$ cat src/rtl/codec_reg_pkg.sv
package codec_reg_pkg;

    localparam int IDX_W     = 7;
    localparam int DATA_W    = 16;
    localparam int MST_FLD_W = 6;
    localparam int MST_STP_W = 5;
    localparam int BEP_FLD_W = 4;
    localparam int BEP_STP_W = 4;
    localparam int MUTE_POS  = 15;
    localparam int NUM_LVL   = 3;

    localparam logic [IDX_W-1:0] IDX_SOFT_RST = 7'h00;
    localparam logic [IDX_W-1:0] IDX_LINE     = 7'h02;
    localparam logic [IDX_W-1:0] IDX_MONO     = 7'h06;
    localparam logic [IDX_W-1:0] IDX_BEEP     = 7'h0A;

    localparam logic [DATA_W-1:0] CAPS_WORD   = 16'h0D50;
    localparam logic [DATA_W-1:0] LVL_DEFAULT = 16'h8000;

    // slot order of the stored level words
    typedef enum logic [1:0] {
        SLOT_LINE = 2'd0,
        SLOT_MONO = 2'd1,
        SLOT_BEEP = 2'd2
    } lvl_slot_e;

    localparam logic [NUM_LVL-1:0][IDX_W-1:0] LVL_IDX = {IDX_BEEP, IDX_MONO, IDX_LINE};

    typedef struct packed {
        logic              vld;
        logic [DATA_W-1:0] data;
    } rd_resp_t;

    typedef struct packed {
        logic                 mute;
        logic [MST_STP_W-1:0] step;
    } mst_lvl_t;

    typedef struct packed {
        logic                 mute;
        logic [BEP_STP_W-1:0] step;
    } bep_lvl_t;

    function automatic logic is_level_idx(input logic [IDX_W-1:0] idx);
        return (idx == IDX_LINE) || (idx == IDX_MONO) || (idx == IDX_BEEP);
    endfunction

endpackage

$ cat src/rtl/ctrl_word.sv
module ctrl_word #(
    parameter int                 IDX_W   = 7,
    parameter int                 DATA_W  = 16,
    parameter logic [IDX_W-1:0]   ADDR    = '0,
    parameter logic [DATA_W-1:0]  DEFAULT = '0
) (
    input  logic              clk,
    input  logic              rst,
    input  logic              soft_clr,
    input  logic              wr_en,
    input  logic [IDX_W-1:0]  wr_idx,
    input  logic [DATA_W-1:0] wr_data,
    output logic [DATA_W-1:0] q
);

    logic hit;
    assign hit = wr_en && (wr_idx == ADDR);

    always_ff @(posedge clk) begin
        if (rst || soft_clr) begin
            q <= DEFAULT;
        end else if (hit) begin
            q <= wr_data;
        end
    end


    wr_store_chk: assert property (@(posedge clk) disable iff (rst)
        (wr_en && wr_idx == ADDR && !soft_clr) |=> (q == $past(wr_data)));

endmodule

$ cat src/rtl/level_decode.sv
module level_decode #(
    parameter int FIELD_W = 6,
    parameter int STEP_W  = 5
) (
    input  logic               mute_bit,
    input  logic [FIELD_W-1:0] field,
    output logic               mute,
    output logic [STEP_W-1:0]  step
);

    assign mute = mute_bit;

    generate
        if (FIELD_W > STEP_W) begin : g_sat
            logic over;
            assign over = |field[FIELD_W-1:STEP_W];
            assign step = over ? {STEP_W{1'b1}} : field[STEP_W-1:0];
        end else begin : g_pass
            assign step = field;
        end
    endgenerate

endmodule

$ cat src/rtl/read_port.sv
module read_port
    import codec_reg_pkg::*;
(
    input  logic                           clk,
    input  logic                           rst,
    input  logic                           rd_req,
    input  logic [IDX_W-1:0]               rd_idx,
    input  logic [NUM_LVL-1:0][DATA_W-1:0] words,
    output rd_resp_t                       resp
);

    logic [DATA_W-1:0] sel;

    always_comb begin
        sel = '0;
        if (rd_idx == IDX_SOFT_RST) begin
            sel = CAPS_WORD;
        end else begin
            for (int i = 0; i < NUM_LVL; i++) begin
                if (rd_idx == LVL_IDX[i]) sel = words[i];
            end
        end
    end

    always_ff @(posedge clk) begin
        if (rst) begin
            resp <= '0;
        end else begin
            resp.vld  <= rd_req;
            resp.data <= rd_req ? sel : '0;
        end
    end


    rd_valid_chk: assert property (@(posedge clk) disable iff (rst)
        rd_req |=> resp.vld);


    rd_idle_chk: assert property (@(posedge clk) disable iff (rst)
        !rd_req |=> !resp.vld);

endmodule

$ cat src/rtl/codec_ctrl_regfile.sv
module codec_ctrl_regfile
    import codec_reg_pkg::*;
(
    input  logic                 clk,
    input  logic                 rst,
    input  logic                 wr_en,
    input  logic [IDX_W-1:0]     wr_idx,
    input  logic [DATA_W-1:0]    wr_data,
    input  logic                 rd_req,
    input  logic [IDX_W-1:0]     rd_idx,
    output logic [DATA_W-1:0]    rd_data,
    output logic                 rd_valid,
    output logic                 line_mute,
    output logic [MST_STP_W-1:0] line_step,
    output logic                 mono_mute,
    output logic [MST_STP_W-1:0] mono_step,
    output logic                 beep_mute,
    output logic [BEP_STP_W-1:0] beep_step
);

    logic                           soft_clr;
    logic [NUM_LVL-1:0][DATA_W-1:0] words;
    rd_resp_t                       resp;
    mst_lvl_t                       line_lvl, mono_lvl;
    bep_lvl_t                       beep_lvl;

    assign soft_clr = wr_en && (wr_idx == IDX_SOFT_RST);

    genvar g;
    generate
        for (g = 0; g < NUM_LVL; g++) begin : g_word
            ctrl_word #(
                .IDX_W  (IDX_W),
                .DATA_W (DATA_W),
                .ADDR   (LVL_IDX[g]),
                .DEFAULT(LVL_DEFAULT)
            ) u_word (
                .clk     (clk),
                .rst     (rst),
                .soft_clr(soft_clr),
                .wr_en   (wr_en),
                .wr_idx  (wr_idx),
                .wr_data (wr_data),
                .q       (words[g])
            );
        end
    endgenerate

    level_decode #(.FIELD_W(MST_FLD_W), .STEP_W(MST_STP_W)) u_line_dec (
        .mute_bit(words[SLOT_LINE][MUTE_POS]),
        .field   (words[SLOT_LINE][MST_FLD_W-1:0]),
        .mute    (line_lvl.mute),
        .step    (line_lvl.step)
    );

    level_decode #(.FIELD_W(MST_FLD_W), .STEP_W(MST_STP_W)) u_mono_dec (
        .mute_bit(words[SLOT_MONO][MUTE_POS]),
        .field   (words[SLOT_MONO][MST_FLD_W-1:0]),
        .mute    (mono_lvl.mute),
        .step    (mono_lvl.step)
    );

    level_decode #(.FIELD_W(BEP_FLD_W), .STEP_W(BEP_STP_W)) u_beep_dec (
        .mute_bit(words[SLOT_BEEP][MUTE_POS]),
        .field   (words[SLOT_BEEP][BEP_FLD_W-1:0]),
        .mute    (beep_lvl.mute),
        .step    (beep_lvl.step)
    );

    read_port u_rd (
        .clk   (clk),
        .rst   (rst),
        .rd_req(rd_req),
        .rd_idx(rd_idx),
        .words (words),
        .resp  (resp)
    );

    assign rd_data   = resp.data;
    assign rd_valid  = resp.vld;
    assign line_mute = line_lvl.mute;
    assign line_step = line_lvl.step;
    assign mono_mute = mono_lvl.mute;
    assign mono_step = mono_lvl.step;
    assign beep_mute = beep_lvl.mute;
    assign beep_step = beep_lvl.step;


    rst_default_chk: assert property (@(posedge clk)
        rst |=> (line_mute && mono_mute && beep_mute &&
                 line_step == '0 && mono_step == '0 && beep_step == '0 && !rd_valid));


    soft_clr_chk: assert property (@(posedge clk) disable iff (rst)
        (wr_en && wr_idx == IDX_SOFT_RST) |=>
            (words[SLOT_LINE] == LVL_DEFAULT && words[SLOT_MONO] == LVL_DEFAULT &&
             words[SLOT_BEEP] == LVL_DEFAULT));


    caps_read_chk: assert property (@(posedge clk) disable iff (rst)
        (rd_req && rd_idx == IDX_SOFT_RST) |=> (rd_data == CAPS_WORD));


    line_mute_chk: assert property (@(posedge clk) disable iff (rst)
        (wr_en && wr_idx == IDX_LINE) |=> (line_mute == $past(wr_data[MUTE_POS])));


    line_sat_chk: assert property (@(posedge clk) disable iff (rst)
        words[SLOT_LINE][MST_FLD_W-1] |-> (line_step == {MST_STP_W{1'b1}}));


    mono_sat_chk: assert property (@(posedge clk) disable iff (rst)
        words[SLOT_MONO][MST_FLD_W-1] |-> (mono_step == {MST_STP_W{1'b1}}));


    unimpl_read_chk: assert property (@(posedge clk) disable iff (rst)
        (rd_req && rd_idx != IDX_SOFT_RST && !is_level_idx(rd_idx)) |=> (rd_data == '0));


    unimpl_write_chk: assert property (@(posedge clk) disable iff (rst)
        (wr_en && wr_idx != IDX_SOFT_RST && !is_level_idx(wr_idx)) |=> $stable(words));

endmodule

$ cat config.mk
export PLATFORM = sky130hd
export DESIGN_NAME = codec_ctrl_regfile
export DESIGN_NICKNAME = d
export VERILOG_FILES = /design/src/rtl/codec_reg_pkg.sv /design/src/rtl/ctrl_word.sv /design/src/rtl/level_decode.sv /design/src/rtl/read_port.sv /design/src/rtl/codec_ctrl_regfile.sv
export SDC_FILE = /design/constraint.sdc
export NUM_CORES = 1
export LEC_CHECK = 0
export BUFFER_PORTS_ARGS = -buffer_cell sky130_fd_sc_hd__buf_2
export CAP_MARGIN = 5
export CORE_MARGIN = 5
export CORE_UTILIZATION = 35
export CTS_BUF_LIST = sky130_fd_sc_hd__clkbuf_4 sky130_fd_sc_hd__clkbuf_8
export CTS_CLUSTER_DIAMETER = 60
export DETAILED_ROUTE_END_ITERATION = 10
export GPL_ROUTABILITY_DRIVEN = 0
export PLACE_DENSITY = 0.57
export SLEW_MARGIN = 20
export SYNTH_ARGS = -nofsm -noshare
export SYNTH_HDL_FRONTEND = slang
export SYNTH_SLANG_ARGS = --single-unit
$ cat constraint.sdc
create_clock -name clk -period 2 [get_ports clk]
set_input_delay 0.4 -clock clk [delete_from_list [all_inputs] [get_ports clk]]
set_output_delay 0.4 -clock clk [all_outputs]
set_load 0.005 [all_outputs]
==> flow_summary_export.csv, run 1 <==
group,metric,value,unit
synth,synth_area_leader_cell,"dfxtp_1",
critical_path,start_kind,"flip-flop",
cells_and_area,drive_above_1_share,0.314,
cells_and_area,syn_to_final_growth,22.4,%
synth,synthArstFlopShare,0,
synth,ys_ff_latch,65,
cells_and_area,fin_nets,440,
die,pin_count,68,
cts,cts_setup_buffers,0,
timing,hold_ws,0.331,ns
critical_path,reg2regPathDepth,3,
route,drt_iter0_markers,156,
synth,yosys_warnings,0,
route,drt_wl_total,9350,um
status,status,"finished clean",
critical_path,cp-startpoint,"g_word[0].u_word.q[5]",
synth,yosysUniqueCellTypes,34,
route,wl_per_cell,18.1,um
die,dieArea,0.0105,mm2
critical_path,crit_fanout,7,
timing,hold_viol,0,
timing,setup_viol,0,
critical_path,cp-endpoint,"line_step[4]",
timing,fmax,0.646,GHz
synth,synth_nets,381,
min_path,hold_path_depth,3,
route,met3_length,558,um
global_route,grt_start_max_net_pins,49,
timing,fin_tns_setup,0,ns
cts,cts.repair.resized,0,
timing,finalClockSkew,0.00938,ns
global_route,grt_pass1_vias,2797,
min_path,hp-class,"in2reg",
job,maxCapViolations,0,
die,die_y,102,um
cells_and_area,antenna_cells,0,
timing,maxSlewViolCount,0,
cts,clk_pin_slew,0.08,ns
timing,worst_slew_pin_slew,0.471,ns
synth,synth-edff-count,0,
placed_design,port_buffers,67,
timing,grt_setup_unrepaired,"no",
synth,ys_top_cells_by_area,"dfxtp_1, a21oi_1, o21ai_0",
critical_path,endpoint_kind,"output pin",
timing,timing.slew.headroom,0.686,
critical_path,crit_type,"reg2out",
global_route,globalRouteTotalUtil,0.186,
synth,syn_area,0.00299,mm2
power_and_ir_drop,power_density,731,mW/mm2
synth,synth-seq-area-share,0.436,
placed_design,dpl_cell_area,0.00346,mm2
route,drcViolationCount,0,
cts,cts_max_level,3,
critical_path,crit_arrival,1.15,ns
die,start_util,0.362,
route,vias,2938,
die,core-area,0.00826,mm2
cells_and_area,design_area,0.00366,mm2
cts,ctsHoldBuffers,0,
synth,synth.avg_cell_area,8.61,um2
cts,cts_root_buffer,"clkbuf_8",
die,die_w,102,um
die,row_count,33,
critical_path,regToRegStartpoint,"g_word[2].u_word.q[10]",
placed_design,dp_hpwl,6210,um
cts,clkSinkCount,65,
cts,clk_path_buf_depth,2,
route,via_per_inst,5.69,
route,wl_met2,4750,um
global_route,antenna_found_initial,0,
cts,cts_tree,"built",
critical_path,reg2reg_slack,1.06,ns
global_route,grt_overflow,0,
synth,syn_inst,347,
power_and_ir_drop,ir_drop,0.350,mV
route,drtAntennaViolNets,0,
cts,cts_made_buffers,9,
global_route,grt_pass1_wl,14900,um
power_and_ir_drop,p_leak,1.43,nW
critical_path,cp.required,1.60,ns
critical_path,r2r_end,"u_rd.resp[10]",
route,drt_first_pass_iters,4,
route,wl_met1,3940,um
synth,synth_top_cell_area_share,0.436,
timing,fin_crit,1.55,ns
timing,finalCritPeriodShare,0.774,
cts,clock_latency,0.34,ns
route,highest_layer,"met4",
synth,synth_ff_type,"dfxtp_1",
==> cell families after synthesis <==
logic type | Yosys count | share of synthesized area
flip-flops | 65 | 0.436
AO/OA/AOI/OAI | 134 | 0.279
buffers and inverters | 42 | 0.0683
AND/OR/NAND/NOR | 106 | 0.217
==> synth_stat cells (2+ instances only) <==
library cell / n
nand2_1: 2
inv_1: 2
o21ai_0: 42
a21oi_1: 52
a2bb2oi_1: 10
nand3_1: 34
o31ai_1: 7
nand4_1: 15
or2_2: 10
buf_6: 2
buf_2: 12
o31ai_2: 8
nor2b_1: 2
o2111ai_1: 11
clkbuf_1: 20
and3b_1: 10
dfxtp_1: 65
nor2_1: 21
or4b_4: 2
buf_4: 4
nor4_1: 3
==> per-layer routing <==
metal	track usage	up-vias
met5	0	-
met2	0.311	95
li1	-	1403
met4	0.0747	0
met3	0.0307	8
met1	0.237	1432
==> state kept, by name, summed over array words and instances (netlist names) <==
name and flops:
g_word.u_word.q 48, u_rd.resp 17
==> worst max-delay path, stage by stage (launching register included) <==
cell and delay (ns):
dfxtp_1 0.39, or2_2 0.30, buf_2 0.13
==> area by class of cell <==
type                    instances  area, um2
clock buffers                  11        145
well taps                     105        131
inverters                       2       7.51
multi-input cells             240       1500
repair buffers                 88        518
fillers                       854       4600
flip-flops and latches         65       1300
clock inverters                 5       55.1
==> cell usage in the layout (no fill, tap or decap) <==
master	instances
a21o_1	1
a21oi_1	52
a2bb2oi_1	10
a31oi_1	1
and3b_1	10
and4bb_2	1
buf_12	2
buf_2	67
buf_4	19
bufinv_16	1
clkbuf_4	1
clkbuf_8	10
clkinv_2	2
clkinvlp_4	2
dfxtp_1	65
inv_1	2
nand2_1	2
nand2b_1	1
nand3_1	34
nand4_1	15
nand4bb_1	1
nor2_1	21
nor2b_1	2
nor3b_2	1
nor4_1	2
nor4_2	1
nor4b_4	2
o2111ai_1	11
o21ai_0	42
o21ai_1	1
o21bai_1	1
o31ai_1	7
o31ai_2	8
or2_2	10
or3b_1	1
or4b_4	2
==> metrics by stage <==
| stage | worst slack (ns) | utilization | cells | total power, mW |
|---|---|---|---|---|
| finish | 0.452 | 0.443 | 516 | 2.67 |
| global route | 0.400 | 0.443 | 516 | 2.78 |
| CTS | 0.437 | 0.443 | 516 | 2.69 |
| detailed placement | 0.232 | 0.418 | 500 | 1.56 |
| global placement | 0.277 | 0.418 | 500 | 1.56 |
| floorplan | 0.383 | - | 347 | 1.45 |
==> power breakdown <==
part,internal (mW),switching [mW]
sequential,1.30,0.00178
clock,0.619,0.515
combinational,0.0845,0.154
total,2.00,0.671
==> worst min-delay path by stage <==
stage / startpoint / slack [ns] / endpoint
2_1_floorplan: g_word[2].u_word.q[4] / 0.44 / g_word[2].u_word.q[4]
3_3_place_gp: g_word[2].u_word.q[6] / 0.45 / g_word[2].u_word.q[6]
3_5_place_dp: g_word[1].u_word.q[11] / 0.46 / g_word[1].u_word.q[11]
4_1_cts: wr_data[9] / 0.32 / g_word[1].u_word.q[9]
5_1_grt: wr_data[15] / 0.32 / g_word[0].u_word.q[15]
6_report: wr_data[9] / 0.33 / g_word[1].u_word.q[9]
Power figures use the tool's default switching activity.
==> run 2: changes to the inputs <==
--- a/config.mk
+++ b/config.mk
@@ -13,7 +13,7 @@
 export CTS_CLUSTER_DIAMETER = 60
 export DETAILED_ROUTE_END_ITERATION = 10
 export GPL_ROUTABILITY_DRIVEN = 0
-export PLACE_DENSITY = 0.57
+export PLACE_DENSITY = 0.59
 export SLEW_MARGIN = 20
 export SYNTH_ARGS = -nofsm -noshare
 export SYNTH_HDL_FRONTEND = slang
==> constraint.sdc (replaced) <==
create_clock -name clk -period 1.35 [get_ports clk]
set_input_delay 0.27 -clock clk [delete_from_list [all_inputs] [get_ports clk]]
set_output_delay 0.27 -clock clk [all_outputs]
set_load 0.005 [all_outputs]
==> run 2 against run 1 <==
Net effect:
- non-clock buffer count is 18 higher
- via count is 1.9% higher
- sequential power grew 48%
- cell count increased by 3.3%
- worst hold slack got worse by 0.12 ns
- sequential share of layout area fell by 2.8 points
- combinational power grew 73%
- sequential cell count is the same
==> flow_summary_export.csv, run 2 (synthesis gave the netlist of run 1 again) <==
group,metric,value,unit
global_route,globalRouteTotalUtil,0.188,
cts,cts_max_level,3,
route,drcViolationCount,0,
critical_path,path_cells,"or2_4 -> buf_6",
critical_path,cpLargestDelayFamily,"flip-flops",
timing,worst_slack,0.0196,ns
global_route,grt_start_max_net_pins,46,
timing,finalClockSkew,0.00319,ns
placed_design,placed_cells,518,
die,start_util,0.362,
power_and_ir_drop,power_frac_seq,0.478,
critical_path,cp_slowest_cell,"dfxtp_4",
critical_path,reg2reg_slack,0.37,ns
critical_path,endpoint_kind,"output pin",
placed_design,dp_hpwl,6400,um
route,drt_iter0_markers,291,
cts,cts_tree,"built",
min_path,hp-class,"in2reg",
critical_path,max_stage_delay,0.38,ns
cells_and_area,antenna_cells,0,
cells_and_area,drive_above_1_share,0.348,
route,drtAntennaViolNets,0,
global_route,grt_pass1_wl,15400,um
critical_path,r2r_end,"u_rd.resp[5]",
cells_and_area,largest_reg_flops,48,
cts,cts_setup_buffers,0,
power_and_ir_drop,switching_share,0.241,
cts,clkSinkCount,65,
route,drt_wl_total,9450,um
timing,fin_crit,1.33,ns
placed_design,placement.setup.worst_slack,-0.306,ns
die,dieArea,0.0105,mm2
timing,worst_slew_pin_slew,0.398,ns
power_and_ir_drop,clkPwrFrac,0.419,
power_and_ir_drop,p_leak,1.54,nW
cells_and_area,layout.cells.most_common_list,"dfxtp_1, buf_2, a21oi_1",
power_and_ir_drop,intPower,3.05,mW
route,vias,2995,
route,drt_first_pass_iters,5,
critical_path,regToRegStartpoint,"g_word[0].u_word.q[5]",
timing,setup_viol,0,
critical_path,cp-endpoint,"line_step[2]",
power_and_ir_drop,p_sw,0.968,mW
cells_and_area,fin_nets,458,
placed_design,dpl_cell_area,0.00368,mm2
critical_path,crit_type,"reg2out",
die,die_y,102,um
timing,hold_viol,0,
global_route,grt_overflow,0,
critical_path,crit_fanout,6,
cells_and_area,design_area,0.00399,mm2
route,wl_per_cell,17.7,um
placed_design,port_buffers,67,
cts,clock_latency,0.34,ns
power_and_ir_drop,ir_drop,0.604,mV
cts,clk_pin_slew,0.07,ns
die,die_w,102,um
timing,maxSlewViolCount,0,
timing,finalCritPeriodShare,0.985,
die,core-area,0.00826,mm2
critical_path,crit_cells,2,
job,maxCapViolations,0,
cts,cts_root_buffer,"clkbuf_8",
critical_path,path_buf_inv,1,
timing,grt_setup_unrepaired,"yes",
critical_path,crit_arrival,1.06,ns
route,via_per_inst,5.62,
die,row_count,33,
global_route,grt_pass1_vias,3004,
global_route,antenna_found_initial,0,
cells_and_area,syn_to_final_growth,33.5,%
critical_path,reg2regPathDepth,4,
cts,clk_path_buf_depth,2,
critical_path,start_kind,"flip-flop",
cts,ctsHoldBuffers,0,
cells_and_area,reg_top3,"g_word.u_word.q (48), u_rd.resp (17)",
power_and_ir_drop,power_frac_comb,0.103,
cells_and_area,top_register,"g_word.u_word.q",
timing,fmax,0.752,GHz
critical_path,cp-startpoint,"g_word[0].u_word.q[5]",
die,pin_count,68,
cells_and_area,fin_cells,533,
critical_path,cp.required,1.08,ns
status,status,"finished clean",
power_and_ir_drop,power_density,1010,mW/mm2
timing,timing.slew.headroom,0.735,
cts,cts_made_buffers,9,
cells_and_area,final_common_cell,"dfxtp_1",
run 2: worst min path at each step:
stage                          startpoint                      to  slack [ns]  cells after the start
finish                         wr_data[3]   g_word[0].u_word.q[3]        0.21                      3
global route                   wr_data[1]   g_word[2].u_word.q[1]        0.20                      3
CTS                            wr_data[3]   g_word[1].u_word.q[3]        0.19                      3
detailed placement  g_word[2].u_word.q[8]   g_word[2].u_word.q[8]        0.46                      2
global placement    g_word[2].u_word.q[6]   g_word[2].u_word.q[6]        0.45                      2
floorplan                             rst  g_word[0].u_word.q[15]        0.39                      2
run 2: what timing repair did:
| action | in CTS | in global routing |
|---|---|---|
| setup endpoints to repair | 10 | 11 |
| gates resized for setup | 8 | 18 |
| hold endpoints to repair | 0 | 0 |
run 2: per-layer routing:
metal / vias to the layer above / track usage / wire length [um]
li1: 1444 / - / -
met1: 1395 / 0.255 / 4090
met2: 146 / 0.297 / 4470
met3: 10 / 0.0444 / 793
met4: 0 / 0.0595 / 97
met5: - / 0 / 0
run 2: final cells by class:
| cell class | instances | area [um2] |
|---|---|---|
| Fill cell | 822 | 4270 |
| Inverter | 2 | 7.51 |
| Sequential cell | 65 | 1310 |
| Timing Repair Buffer | 106 | 803 |
| Clock buffer | 12 | 159 |
| Multi-Input combinational cell | 240 | 1540 |
| Tap cell | 105 | 131 |
| Clock inverter | 3 | 40.0 |
run 2: power groups by stage:
stage	sequential (mW)	combinational [mW]	clock (mW)
3_5_place_dp	1.97	0.403	0
6_report	1.92	0.414	1.68
3_3_place_gp	1.97	0.397	0
2_1_floorplan	1.97	0.192	0
5_1_grt	1.92	0.444	1.81
4_1_cts	1.92	0.404	1.71
run 2: stage by stage:
step,power (mW),setup TNS (ns),utilization,hold WS [ns]
2_1_floorplan,2.16,-2.33,-,0.389
3_3_place_gp,2.37,-9.00,0.445,0.448
3_5_place_dp,2.37,-9.65,0.445,0.460
4_1_cts,4.03,-0.195,0.472,0.192
5_1_grt,4.17,-0.141,0.483,0.204
6_report,4.02,0,0.483,0.209
run 2: tightest hold or removal path, cell delays in order:
cell and delay (ns):
buf_2 0.12, nand3_1 0.06, a21oi_1 0.05
